[config.mk]
export PLATFORM = sky130hd
export DESIGN_NAME = mxb_bus_seq
export DESIGN_NICKNAME = d
export VERILOG_FILES = /design/src/rtl/mxb_pkg.sv /design/src/rtl/mxb_slot_timer.sv /design/src/rtl/mxb_cycle_ctl.sv /design/src/rtl/mxb_strobe_dec.sv /design/src/rtl/mxb_capture.sv /design/src/rtl/mxb_bus_seq.sv
export SDC_FILE = /design/constraint.sdc
export NUM_CORES = 1
export LEC_CHECK = 0
export BUFFER_PORTS_ARGS = -buffer_cell sky130_fd_sc_hd__buf_2
export CAP_MARGIN = 20
export CORE_MARGIN = 5
export CORE_UTILIZATION = 40
export CTS_BUF_LIST = sky130_fd_sc_hd__clkbuf_8
export CTS_CLUSTER_DIAMETER = 30
export CTS_CLUSTER_SIZE = 12
export DETAILED_ROUTE_END_ITERATION = 7
export PLACE_DENSITY = 0.73
export RECOVER_POWER = 100
export SYNTH_ARGS = -nofsm -noshare
export SYNTH_HDL_FRONTEND = slang
export SYNTH_SLANG_ARGS = --single-unit
[constraint.sdc]
create_clock -name clk -period 3.1 [get_ports clk]
set_input_delay 0.62 -clock clk [delete_from_list [all_inputs] [get_ports clk]]
set_output_delay 0.62 -clock clk [all_outputs]
set_load 0.03 [all_outputs]
[src/rtl/mxb_pkg.sv]
package mxb_pkg;

   typedef enum logic [1:0] {
      CYC_FETCH = 2'd0,
      CYC_LEAD  = 2'd1,
      CYC_DATA  = 2'd2
   } cyc_e;

   localparam int STATES = 6;
   localparam int PHASES = 2;
   localparam int SLOTS  = STATES * PHASES;

   function automatic int slot_of(input int st, input int ph);
      return (st - 1) * PHASES + (ph - 1);
   endfunction

   // address drive windows
   localparam int SL_ADR_A   = slot_of(1, 1);
   localparam int SL_ADR_B   = slot_of(4, 1);
   // latch strobe windows
   localparam int SL_ALE_A0  = slot_of(1, 2);
   localparam int SL_ALE_A1  = slot_of(2, 1);
   localparam int SL_ALE_B0  = slot_of(4, 2);
   localparam int SL_ALE_B1  = slot_of(5, 1);
   // code read windows
   localparam int SL_PS_A0   = slot_of(2, 2);
   localparam int SL_PS_A1   = slot_of(3, 2);
   localparam int SL_PS_B0   = slot_of(5, 2);
   localparam int SL_PS_B1   = slot_of(6, 2);
   // data strobe window
   localparam int SL_DS0     = slot_of(2, 2);
   localparam int SL_DS1     = slot_of(6, 1);
   // sampling slots
   localparam int SL_CODE_A  = SL_PS_A1;
   localparam int SL_CODE_B  = SL_PS_B1;
   localparam int SL_RD_SMP  = SL_DS1;

endpackage

[src/rtl/mxb_slot_timer.sv]
module mxb_slot_timer #(
   parameter int STATES = 6,
   parameter int PHASES = 2,
   localparam int SLOTS = STATES * PHASES,
   localparam int SW    = $clog2(SLOTS),
   localparam int ST_W  = $clog2(STATES),
   localparam int SN_W  = $clog2(STATES + 1),
   localparam int PH_W  = (PHASES > 1) ? $clog2(PHASES) : 1
) (
   input  logic            clk,
   input  logic            rst_n,
   output logic [SW-1:0]   slot,
   output logic [SN_W-1:0] state_num,
   output logic [PH_W-1:0] phase_num,
   output logic            tick
);

   logic [ST_W-1:0] st_q;
   logic [PH_W-1:0] ph_q;
   logic            last_ph;
   logic            last_st;

   assign last_ph = (ph_q == PH_W'(PHASES - 1));
   assign last_st = (st_q == ST_W'(STATES - 1));

   always_ff @(posedge clk or negedge rst_n) begin
      if (!rst_n) begin
         st_q <= '0;
         ph_q <= '0;
      end else if (last_ph) begin
         ph_q <= '0;
         st_q <= last_st ? '0 : st_q + 1'b1;
      end else begin
         ph_q <= ph_q + 1'b1;
      end
   end

   assign slot      = SW'(st_q) * SW'(PHASES) + SW'(ph_q);
   assign state_num = SN_W'(st_q) + SN_W'(1);
   assign phase_num = ph_q;
   assign tick      = last_ph && last_st;

endmodule

[src/rtl/mxb_cycle_ctl.sv]
module mxb_cycle_ctl
   import mxb_pkg::*;
#(
   parameter int ADDR_W = 16,
   parameter int DATA_W = 8
) (
   input  logic              clk,
   input  logic              rst_n,
   input  logic              tick,
   input  logic              data_req,
   input  logic              data_wr,
   input  logic              data_short,
   input  logic [ADDR_W-1:0] data_addr,
   input  logic [DATA_W-1:0] wr_data,
   output cyc_e              cyc,
   output logic              lat_wr,
   output logic              lat_short,
   output logic [ADDR_W-1:0] lat_addr,
   output logic [DATA_W-1:0] lat_wdata
);

   always_ff @(posedge clk or negedge rst_n) begin
      if (!rst_n) begin
         cyc       <= CYC_FETCH;
         lat_wr    <= 1'b0;
         lat_short <= 1'b0;
         lat_addr  <= '0;
         lat_wdata <= '0;
      end else if (tick) begin
         if (cyc == CYC_LEAD) begin
            cyc <= CYC_DATA;
         end else if (data_req) begin
            cyc       <= CYC_LEAD;
            lat_wr    <= data_wr;
            lat_short <= data_short;
            lat_addr  <= data_addr;
            lat_wdata <= wr_data;
         end else begin
            cyc <= CYC_FETCH;
         end
      end
   end

endmodule

[src/rtl/mxb_strobe_dec.sv]
module mxb_strobe_dec
   import mxb_pkg::*;
#(
   parameter int ADDR_W        = 16,
   parameter int DATA_W        = 8,
   parameter bit SHORT_HI_ZERO = 1'b0,
   localparam int HI_W = ADDR_W - DATA_W,
   localparam int SW   = $clog2(SLOTS)
) (
   input  logic [SW-1:0]     slot,
   input  cyc_e              cyc,
   input  logic              ext_code,
   input  logic [ADDR_W-1:0] fetch_addr,
   input  logic              lat_wr,
   input  logic              lat_short,
   input  logic [ADDR_W-1:0] lat_addr,
   input  logic [DATA_W-1:0] lat_wdata,
   output logic              ale,
   output logic              psen_n,
   output logic              rd_n,
   output logic              wr_n,
   output logic [DATA_W-1:0] lo_out,
   output logic              lo_oe,
   output logic [HI_W-1:0]   hi_out
);

   function automatic logic in_win(input logic [SW-1:0] s, input int lo, input int hi);
      return (int'(s) >= lo) && (int'(s) <= hi);
   endfunction

   logic [HI_W-1:0] short_hi;

   generate
      if (SHORT_HI_ZERO) begin : g_hi_zero
         assign short_hi = '0;
      end else begin : g_hi_keep
         assign short_hi = fetch_addr[ADDR_W-1:DATA_W];
      end
   endgenerate

   logic data_cyc;
   logic addr_ph;
   logic fetch_win;
   logic strobe_win;

   always_comb begin
      data_cyc   = (cyc == CYC_DATA);
      addr_ph    = in_win(slot, SL_ADR_A, SL_ALE_A1) ||
                   (!data_cyc && in_win(slot, SL_ADR_B, SL_ALE_B1));
      fetch_win  = in_win(slot, SL_PS_A0, SL_PS_A1) || in_win(slot, SL_PS_B0, SL_PS_B1);
      strobe_win = data_cyc && in_win(slot, SL_DS0, SL_DS1);

      ale    = in_win(slot, SL_ALE_A0, SL_ALE_A1) ||
               (!data_cyc && in_win(slot, SL_ALE_B0, SL_ALE_B1));
      psen_n = !(ext_code && !data_cyc && fetch_win);
      rd_n   = !(strobe_win && !lat_wr);
      wr_n   = !(strobe_win && lat_wr);
      lo_oe  = addr_ph || (data_cyc && lat_wr && in_win(slot, SL_DS0, SLOTS - 1));

      if (!lo_oe)
         lo_out = '0;
      else if (data_cyc)
         lo_out = addr_ph ? lat_addr[DATA_W-1:0] : lat_wdata;
      else
         lo_out = fetch_addr[DATA_W-1:0];

      if (data_cyc)
         hi_out = lat_short ? short_hi : lat_addr[ADDR_W-1:DATA_W];
      else
         hi_out = fetch_addr[ADDR_W-1:DATA_W];
   end

endmodule

[src/rtl/mxb_capture.sv]
module mxb_capture
   import mxb_pkg::*;
#(
   parameter int DATA_W = 8,
   localparam int SW    = $clog2(SLOTS)
) (
   input  logic              clk,
   input  logic              rst_n,
   input  logic [SW-1:0]     slot,
   input  cyc_e              cyc,
   input  logic              ext_code,
   input  logic              lat_wr,
   input  logic [DATA_W-1:0] bus_in,
   output logic [DATA_W-1:0] code_byte,
   output logic [DATA_W-1:0] rd_byte
);

   logic code_smp;
   logic rd_smp;

   assign code_smp = ext_code && (cyc != CYC_DATA) &&
                     ((slot == SW'(SL_CODE_A)) || (slot == SW'(SL_CODE_B)));
   assign rd_smp   = (cyc == CYC_DATA) && !lat_wr && (slot == SW'(SL_RD_SMP));

   always_ff @(posedge clk or negedge rst_n) begin
      if (!rst_n) begin
         code_byte <= '0;
         rd_byte   <= '0;
      end else begin
         if (code_smp) code_byte <= bus_in;
         if (rd_smp)   rd_byte   <= bus_in;
      end
   end

endmodule

[src/rtl/mxb_bus_seq.sv]
module mxb_bus_seq
   import mxb_pkg::*;
#(
   parameter int ADDR_W        = 16,
   parameter int DATA_W        = 8,
   parameter bit SHORT_HI_ZERO = 1'b0,
   localparam int HI_W = ADDR_W - DATA_W,
   localparam int SW   = $clog2(SLOTS),
   localparam int SN_W = $clog2(STATES + 1)
) (
   input  logic              clk,
   input  logic              rst_n,
   input  logic [ADDR_W-1:0] fetch_addr,
   input  logic [ADDR_W-1:0] data_addr,
   input  logic              data_req,
   input  logic              data_wr,
   input  logic              data_short,
   input  logic              ext_code,
   input  logic [DATA_W-1:0] wr_data,
   input  logic [DATA_W-1:0] bus_in,
   output logic              ale,
   output logic              psen_n,
   output logic              rd_n,
   output logic              wr_n,
   output logic [DATA_W-1:0] port_lo_out,
   output logic              port_lo_oe,
   output logic [HI_W-1:0]   port_hi,
   output logic [DATA_W-1:0] code_byte,
   output logic [DATA_W-1:0] rd_byte,
   output logic [SN_W-1:0]   state_num,
   output logic              phase_num,
   output logic              cycle_tick
);

   generate
      if (DATA_W < 1) begin : g_bad_data_w
         $error("mxb_bus_seq: DATA_W must be at least 1");
      end
      if (ADDR_W <= DATA_W) begin : g_bad_addr_w
         $error("mxb_bus_seq: ADDR_W must exceed DATA_W");
      end
      if (PHASES != 2 || STATES != 6) begin : g_bad_frame
         $error("mxb_bus_seq: strobe windows assume six states of two phases");
      end
   endgenerate

   logic [SW-1:0]     slot;
   cyc_e              cyc;
   logic              lat_wr;
   logic              lat_short;
   logic [ADDR_W-1:0] lat_addr;
   logic [DATA_W-1:0] lat_wdata;

   mxb_slot_timer #(.STATES(STATES), .PHASES(PHASES)) u_timer (
      .clk       (clk),
      .rst_n     (rst_n),
      .slot      (slot),
      .state_num (state_num),
      .phase_num (phase_num),
      .tick      (cycle_tick)
   );

   mxb_cycle_ctl #(.ADDR_W(ADDR_W), .DATA_W(DATA_W)) u_ctl (
      .clk        (clk),
      .rst_n      (rst_n),
      .tick       (cycle_tick),
      .data_req   (data_req),
      .data_wr    (data_wr),
      .data_short (data_short),
      .data_addr  (data_addr),
      .wr_data    (wr_data),
      .cyc        (cyc),
      .lat_wr     (lat_wr),
      .lat_short  (lat_short),
      .lat_addr   (lat_addr),
      .lat_wdata  (lat_wdata)
   );

   mxb_strobe_dec #(.ADDR_W(ADDR_W), .DATA_W(DATA_W), .SHORT_HI_ZERO(SHORT_HI_ZERO)) u_dec (
      .slot       (slot),
      .cyc        (cyc),
      .ext_code   (ext_code),
      .fetch_addr (fetch_addr),
      .lat_wr     (lat_wr),
      .lat_short  (lat_short),
      .lat_addr   (lat_addr),
      .lat_wdata  (lat_wdata),
      .ale        (ale),
      .psen_n     (psen_n),
      .rd_n       (rd_n),
      .wr_n       (wr_n),
      .lo_out     (port_lo_out),
      .lo_oe      (port_lo_oe),
      .hi_out     (port_hi)
   );

   mxb_capture #(.DATA_W(DATA_W)) u_cap (
      .clk       (clk),
      .rst_n     (rst_n),
      .slot      (slot),
      .cyc       (cyc),
      .ext_code  (ext_code),
      .lat_wr    (lat_wr),
      .bus_in    (bus_in),
      .code_byte (code_byte),
      .rd_byte   (rd_byte)
   );

endmodule

# After elaboration in Yosys (flattened, before gate mapping)
# Cells that the tools add are included.
# classes
n_addsub	3
n_lt_le_gt_ge	10
eq_ne	7
mux	9
bitwise	1
n_reduce_logical	32
# ops
operator	count
$mux W8	5
$logic_and A1 B1 Y1	21
$le A4 B4 Y1 const B	3
$eq A4 B4 Y1 const B	2
$ge A4 B3 Y1 const B	2
$logic_not A1 Y1	5
$logic_or A1 B1 Y1	5
$add A4 B1 Y4	1
$eq A4 B3 Y1 const B	1
$ge A4 B1 Y1 const B	1
$ge A4 B2 Y1 const B	1
$ge A4 B4 Y1 const B	1
$le A4 B2 Y1 const B	1
$le A4 B3 Y1 const B	1
$add A3 B1 Y3 const B	1
$eq A3 B3 Y1 const B	1
$mux W3	1
$reduce_and A3 Y1	1
$eq A2 B1 Y1 const B	1
$eq A2 B2 Y1 const B	1
$mux W1	2
$mux W2	1
$ne A2 B2 Y1 const B	1
$add A1 B1 Y1 const B	1
$not A1 Y1	1
# totals
regBits	48

# Logic depth before layout (Yosys ltp)
# Gate-level depths: netlist of the first run.
# logic_depth
ltp_word	8
mapped_depth	8
mapped_depth_nobuf	6

# Hierarchy
# A second synthesis of the first run with hierarchy kept.
# unflattened
hier_cells	237
hier_area_um2	2798.9
# by_module_without_submodules
module	n_inst	cells_each	area_per_inst_um2	seq_area_each_um2
mxb_cycle_ctl	1	63	1143.6	700.7
mxb_capture	1	78	854.6	400.4
mxb_strobe_dec	1	73	558.0	0.0
mxb_slot_timer	1	23	242.7	100.1

# Least setup slack after synthesis of the first run
# No wires, ideal clock.
# synth_path
path_kind	register to output
from	register u_timer.st_q[1]
to	output port port_lo_out[6]
arrival_time_ps	2286
required_time_ps	2480
path_slack_ps	194
stages_incl_launch_ff	9
path_buffers	2
path_cell_list	dfrtp_1 > buf_4 > inv_1 > ha_1 > nor2b_1 > o21ai_4 > clkbuf_4 > nor3_1 > a2111oi_2
# synth_via
elab_chain_len	8
# synth_rtl
item	line	rtl
start, declared	mxb_slot_timer.sv:18	logic [ST_W-1:0] st_q;
start signal, assigned	mxb_slot_timer.sv:32	st_q <= last_st ? '0 : st_q + 1'b1;
$add A4 B1 Y4 *	mxb_slot_timer.sv:38	assign slot = SW'(st_q) * SW'(PHASES) + SW'(ph_q);
$ge A4 B3 Y1 or $le A4 B4 Y1 (tied branches)	mxb_strobe_dec.sv:28	return (int'(s) >= lo) && (int'(s) <= hi);
$logic_and A1 B1 Y1	mxb_strobe_dec.sv:28	
$logic_and A1 B1 Y1	mxb_strobe_dec.sv:49	(!data_cyc && in_win(slot, SL_ADR_B, SL_ALE_B1));
$logic_or A1 B1 Y1	mxb_strobe_dec.sv:48	addr_ph = in_win(slot, SL_ADR_A, SL_ALE_A1) ||
$mux W8	mxb_strobe_dec.sv:63	lo_out = addr_ph ? lat_addr[DATA_W-1:0] : lat_wdata;
$mux W8	mxb_strobe_dec.sv:62	else if (data_cyc)
$mux W8 *	mxb_strobe_dec.sv:60	if (!lo_oe)
end, declared	mxb_bus_seq.sv:25	output logic [DATA_W-1:0] port_lo_out,
# Mark *: on every way between the ends. The rest lies on a longest branch, timed or not.

# Worst setup path in the final report of the first run
# layout_path
from	register u_timer.st_q[1]
to	output port port_lo_out[5]
# Same word-level chain as after synthesis.

==> results of run 1 <==
-- worst max-delay path, cell delays in order, from the launching register on --
cell and delay (ns):
dfrtp_2 0.45, inv_1 0.11, ha_1 0.25, nor2b_2 0.18, o21ai_4 0.15, buf_12 0.18
nor3_1 0.07, a2111oi_2 0.37, clkbuf_2 0.27
-- repair_timing --
item	in CTS	in global routing
resized for setup	2	5
buffers inserted	0	3
setup endpoints to repair	5	8
-- per-layer routing --
layer	GRT usage	wire length, um
met1	0.194	2410
met2	0.280	2960
met3	0.0452	394
met4	0.0418	48
met5	0	0
-- cells by family after synthesis --
logic type	Yosys count
flip-flops	48
buffers and inverters	16
multiplexers	50
adder cells (fa/ha/maj)	4
AO/OA/AOI/OAI	27
AND/OR/NAND/NOR	51
XOR/XNOR	2
-- where the power goes --
| group | total, mW | switching (mW) | internal, mW |
|---|---|---|---|
| Sequential | 0.709 | 0.0278 | 0.682 |
| Combinational | 0.241 | 0.142 | 0.0985 |
| Clock | 0.516 | 0.199 | 0.317 |
-- registers in the layout (all words and copies together), names as in the netlist --
name,cells
u_ctl.cyc,2
u_ctl.lat_wdata,8
u_timer.phase_num,1
u_cap.rd_byte,8
u_ctl.lat_short,1
u_ctl.lat_wr,1
u_timer.st_q,3
u_cap.code_byte,8
u_ctl.lat_addr,16
-- cell type report --
cell class,count,area share
repair buffers,103,0.167
well taps,75,0.0302
flip-flops and latches,48,0.388
clock buffers,5,0.0222
clock inverters,2,0.0194
inverters,6,0.00726
multi-input cells,134,0.366
-- final timing paths --
check | endpoint | slack (ns) | startpoint | depth (start not counted)
worst max-delay path | port_lo_out[5] | 0.16 | u_timer.st_q[1] | 8
worst min-delay path | u_cap.rd_byte[6] | 0.29 | rst_n | 1
worst max register to register | u_ctl.lat_addr[8] | 0.27 | u_timer.st_q[1] | 6
worst min register to register | u_ctl.lat_addr[14] | 0.50 | u_ctl.lat_addr[14] | 1
max in group asynchronous | u_timer.st_q[1] | 0.55 | rst_n | 2
min in group clk | u_ctl.lat_addr[14] | 0.50 | u_ctl.lat_addr[14] | 1
-- per-stage QoR --
step | total power [mW] | utilization | hold slack (ns) | instance area, um2 | cells
2_1_floorplan | 0.872 | - | 0.324 | 2430 | 198
3_3_place_gp | 0.965 | 0.504 | 0.472 | 2990 | 362
3_5_place_dp | 0.973 | 0.504 | 0.479 | 2990 | 362
4_1_cts | 1.50 | 0.527 | 0.501 | 3120 | 369
5_1_grt | 1.54 | 0.524 | 0.315 | 3100 | 373
6_report | 1.47 | 0.524 | 0.285 | 3100 | 373
-- cell usage in the layout, fill, tap and decap left out, drive strengths merged, types with 2 or more instances in the layout --
master	synthesis	routed
nand3	4	4
clkbuf	2	42
nor2b	2	2
o21ai	7	7
a21oi	4	4
a2111oi	8	8
mux2	50	50
inv	6	6
buf	8	65
ha	4	4
nor2	20	20
nor3	11	11
nand2b	2	2
a211oi	2	2
bufinv	0	2
nand2	9	9
dfrtp	48	48
==> impl_results.md, run 1 <==
* Router iterations before antenna repair at 4
* FMAX at 340 MHz
* Post-synth top cells: dfrtp_1 (48), mux2_2 (47), nor2_1 (19), nor3_1 (11), nand2_1 (9)
* Relative slew slack at -0.160
* Nets at 356
* Critical path class: reg2out
* DR vias/cell at 5.04
* Pin count of the biggest net entering global routing at 49
* Cell taking the most area after synthesis: dfrtp_1
* H-tree depth at 2
* Final hold violation count at 0
* Least-Margin Pin Slew at 1.74 ns
* Max-Cap Viols at 1
* Post-synthesis adder-cell area fraction at 0.0206
* RSZ-0062 raised after global routing: false
* I/O Pins at 96
* Setup total negative slack at 0 ns
* Reg clk slew, reported paths at 0.08 ns
* Footprint of the multi-input gates at 1140 um2
* Cells after Synth at 198
* Final ANT Viol Nets at 0
* Wire per inst at 15.6 um
* Port Buf Inserts at 95
* Dpl ws at 0.289 ns
* Critical Path RT at 2.48 ns
* Main combinational cell family by area after synthesis: multiplexers
* Hpwl dp at 4.24 mm
* Drt drc at 0
* Setup-failing EPs final at 0
* #FFs+latches synth at 48
* CP endpoint kind: output port
* Total GRT Usage at 0.160
* P per Cell Area at 472 nW/um2
* P_leak at 1.42 nW
* Final WS setup at 0.163 ns
* Root buf cell: clkbuf_8
* Hold_buf cts at 0
* Syn_area_per_cell at 12.3 um2
* Post-synth EDFFs at 0
* Startpoint Class: flip-flop
* First DRT Iteration DRCs at 32
* Clk_skew at 0.0108 ns
* Xor/xnor share of the synthesized area at 0.00721
* Syn Nets at 256
* Ys async rst share at 1.00
* Failing checks: capacitance limit, slew limit
* RD Place Congestion at 0.853
* Share of cells above drive strength 1 at 0.500
* Peak VDD IR at 0.281 mV
* Full die area at 7730 um2
* Worst EP arrival at 2.32 ns
* Clk buf depth at 2
* Total Wirelength at 5.81 mm
* Die height at 87.9 um
* Count of cell types in the netlist at 36
* Min Tclk post-route at 2.94 ns
* Clock tree sinks at 48
* Status: finished, violations left
* Worst skew pair latency at 0.30 ns
* Initial antenna violation count at 0
* Ranking of synthesized cells by area: dfrtp_1 (49%), mux2_2 (22%), a2111oi_2 (4.9%)
* Compound-cell area share of the yosys netlist at 0.111
* CTS buffer count at 5
* Seq/Total Area, Yosys at 0.494
* FILL cells at 570
* Tcrit/Tclk final at 0.948
* Grt total ovfl at 0
* Simple-Gate Fraction of Synth Area at 0.103
* Ys flop type: dfrtp_1
* Chip Width at 87.9 um
* Ant diodes at 0
* Most common cell in the netlist: dfrtp_1
* Global-route wire length before repair at 9.60 mm
* Mapped Area at 2430 um2
* Total core area at 5920 um2
* CTS tree: done
* Initial Util at 0.410
* Vias at 1,880
* Mux contribution to synthesized area at 0.232
* Number of global-route vias before repair at 2,011
* Max Transition Viols Final at 39
* Max FO, Critical Path at 18
* P&R area growth vs syn at 27.7%
* Worst Hold Class: in2async
* Site Rows at 28
* Ys Warns at 0
* Register Area at 1200 um2
* Share of Yosys cell area claimed by the top area cell type at 0.494
Note: power is estimated with default switching activity, not from simulation.
==> inputs of run 2 (changes only) <==
Settings changed: PLACE_DENSITY 0.73 to 0.71, SYNTH_HIERARCHICAL set to 1.
==> run 2 against run 1 <==
- the flow still finishes with violations (capacitance limit, slew limit)
- non-clock buffer count shrank 3
- largest power group unchanged
- design area grew 6.3%
- routed wire length grew 15%
- die area grew 13%
- clock power shrank 11%
- utilization shrank 3.8 points
- worst hold slack lost 0.089 ns
- via count grew 15%
- first-iteration DRC count grew to 3.1 times the previous value
- synthesized area grew 15%
- combinational power grew 30%
==> impl_results.md, run 2 <==
* Post-CTS setup buffers at 0 (unchanged)
* Pin count of the biggest net entering global routing at 49 (unchanged)
* #FFs+latches synth at 48 (unchanged)
* Max reg flops at 16 (unchanged)
* Max-Cap Viols at 1 (unchanged)
* P&R area growth vs syn at 17.9%
* Chip Width at 93.7 um (+6.5%)
* Internal cell power at 1.05 mW (-4.3%)
* Setup total negative slack at 0 ns (unchanged)
* Full die area at 8770 um2 (+13%)
* Global-route wire length before repair at 10.8 mm (+13%)
* Min Tclk post-route at 2.84 ns (-0.101 ns)
* Clock tree sinks at 48 (unchanged)
* Max FO, Critical Path at 17 (-1)
* FMAX at 353 MHz (+3.6%)
* Post-cts gate resize count at 0 (-2)
* Wire per inst at 15.8 um (+1.1%)
* Share of cells above drive strength 1 at 0.328 (-0.172)
* Critical path class: reg2out
* Root buf cell: clkbuf_8
* Max Transition Viols Final at 43 (+10%)
* Syn_area_per_cell at 11.8 um2 (-3.8%)
* Hold_buf cts at 0 (unchanged)
* Final hold violation count at 0 (unchanged)
* Hold_ws at 0.196 ns (-0.0894 ns)
* Syn Nets at 294 (+15%)
* Failing checks: capacitance limit, slew limit
* NetSw at 0.445 mW (+21%)
* Clk_skew at 0.0121 ns (+0.00129 ns)
* Site Rows at 30 (+7.1%)
* Setup-failing EPs final at 0 (unchanged)
* Worst skew pair latency at 0.30 ns (about the same)
* Post-synth EDFFs at 0 (unchanged)
* Commonest non-fill, non-tap cell in the layout: buf_2
* Vias at 2,164 (+15%)
* Nets at 385 (+8.1%)
* Post-synth top cells: dfrtp_1 (48), inv_1 (21), mux2_4 (20), mux2_2 (16)
* Most flop-heavy register: u_ctl/lat_addr
* Placed cells at 416 (+15%)
* Ant diodes at 0 (unchanged)
* Hpwl dp at 4.92 mm (+16%)
* Ys flop type: dfrtp_1
* Final ANT Viol Nets at 0 (unchanged)
* Cell taking the most area after synthesis: dfrtp_1
* Grt total ovfl at 0 (unchanged)
* CP endpoint kind: output port
* Clk network pwr share at 0.306 (-0.046)
* First DRT Iteration DRCs at 100 (+210%)
* Startpoint Class: flip-flop
* Most common cell in the netlist: dfrtp_1
* Sequential cell fraction of total power at 0.484 (about the same)
* Most frequent cells in the layout: buf_2 (53), dfrtp_1 (48), clkbuf_1 (42), mux2_1 (26), inv_1 (21)
* Mapped Area at 2800 um2 (+15%)
* P per Cell Area at 453 nW/um2 (-4.1%)
* RSZ-0062 raised after global routing: false
* CTS tree: done
* Power Total at 1.50 mW (+2.0%)
* Worst EP arrival at 2.22 ns (-0.10 ns)
* P_leak at 1.49 nW (+4.9%)
* Least-Margin Pin Slew at 1.80 ns (+0.0575 ns)
* Share of Yosys cell area claimed by the top area cell type at 0.429 (-0.0652)
* Worst Hold Class: in2async
* RD Place Congestion at 0.789 (-7.6%)
* Reg clk slew, reported paths at 0.09 ns (about the same)
* Seq/Total Area, Yosys at 0.429 (-0.0652)
* Count of cell types in the netlist at 47 (+31%)
* Tcrit/Tclk final at 0.915 (-0.0326)
* Ys Warns at 6 (+6)
* CTS buffer count at 5 (unchanged)
* Cells after Synth at 237 (+20%)
* DR vias/cell at 5.09 (+1.0%)
* Critical Path RT at 2.48 ns (about the same)
* Port Buf Inserts at 95 (unchanged)
* Status: finished, violations left
* Gate power share at 0.210 (+0.046)
* Router iterations before antenna repair at 5 (+1)
* Switching Share at 0.297 (+0.0462)
* Initial Util at 0.412 (+0.00157)
* Ys async rst share at 1.00 (unchanged)
* Final Non-Filler Cells at 425 (+14%)
* Relative slew slack at -0.199 (-0.0383)
* Number of global-route vias before repair at 2,222 (+10%)
* Ranking of synthesized cells by area: dfrtp_1 (43%), mux2_4 (11%), mux2_2 (6.4%)
* Drt drc at 0 (unchanged)
* Peak VDD IR at 0.169 mV (-40%)
* Die height at 93.7 um (+6.5%)
* Initial antenna violation count at 0 (unchanged)
* I/O Pins at 96 (unchanged)
* H-tree depth at 2 (unchanged)
* Clk buf depth at 2 (unchanged)
* Total core area at 6790 um2 (+15%)
* Total GRT Usage at 0.155 (-0.00572)
* Total Wirelength at 6.70 mm (+15%)
-- run 2: changes by cell type in the layout (fill, tap and decap cells not counted), sizes merged, moves of 7 or more --
cell / delta
nor4: +7
inv: +16
or2: +8
a222oi: +8
nor3: -10
o41ai: +9
buf: -10
nor2: -8
clkbuf: +7
mux2: -7
-- run 2: cell families after synthesis --
logic type,after synthesis,share of synthesized area
buffers and inverters,38,0.0720
muxes,43,0.200
and+or+nand+nor,59,0.123
adders and majority gates,3,0.0134
DFF,48,0.429
AOI/OAI and AO/OA,43,0.153
xor gates and xnor gates,3,0.00939
-- run 2: final timing paths --
path / start / to / slack, ns / cells after the start
hold reg to reg: u_ctl/lat_addr[14] / u_ctl/lat_addr[14] / 0.49 / 1
max in group asynchronous: rst_n / u_ctl/lat_wdata[3] / 0.78 / 2
min in group clk: u_ctl/lat_addr[14] / u_ctl/lat_addr[14] / 0.49 / 1
setup reg to reg: u_timer/st_q[0] / u_ctl/lat_wdata[1] / 0.57 / 5
hold / removal: rst_n / u_cap/rd_byte[0] / 0.20 / 1
setup / recovery: u_timer/st_q[1] / port_lo_out[6] / 0.26 / 4
-- run 2: area by class of cell --
type / instances / area, um2
sequential: 48 / 1200
inverter: 22 / 82.6
clock inverter: 3 / 47.5
tap: 96 / 120
fill: 671 / 3490
timing repair buffer: 100 / 460
multi-input combinational: 151 / 1320
clock buffer: 5 / 68.8
-- run 2: power by group through the flow --
stage,clock network [mW],registers [mW],logic (mW)
6_report,0.458,0.723,0.314
2_1_floorplan,0,0.767,0.196
3_5_place_dp,0,0.736,0.349
4_1_cts,0.474,0.725,0.350
5_1_grt,0.497,0.733,0.343
3_3_place_gp,0,0.735,0.342
-- run 2: metrics by stage --
stage | utilization | cell area (um2) | setup WS (ns)
after detailed placement | 0.487 | 3310 | 0.707
after floorplan | - | 2800 | 0.330
final | 0.486 | 3300 | 0.264
after global routing | 0.486 | 3300 | 0.101
after global placement | 0.487 | 3310 | 0.700
after CTS | 0.504 | 3420 | 0.320
-- run 2: metal layers --
layer | vias to the layer above | wire length, um | GRT usage
met1 | 1063 | 2890 | 0.201
met3 | 4 | 324 | 0.0353
met4 | 0 | 71 | 0.0445
met5 | - | 0 | 0
met2 | 52 | 3420 | 0.257
li1 | 1045 | - | -
-- run 2: worst max-delay path, cell delays in order, from the launching register on --
cell and delay (ns):
dfrtp_1 0.57, a21o_1 0.35, o21a_4 0.30, a2111oi_2 0.32, clkbuf_1 0.36
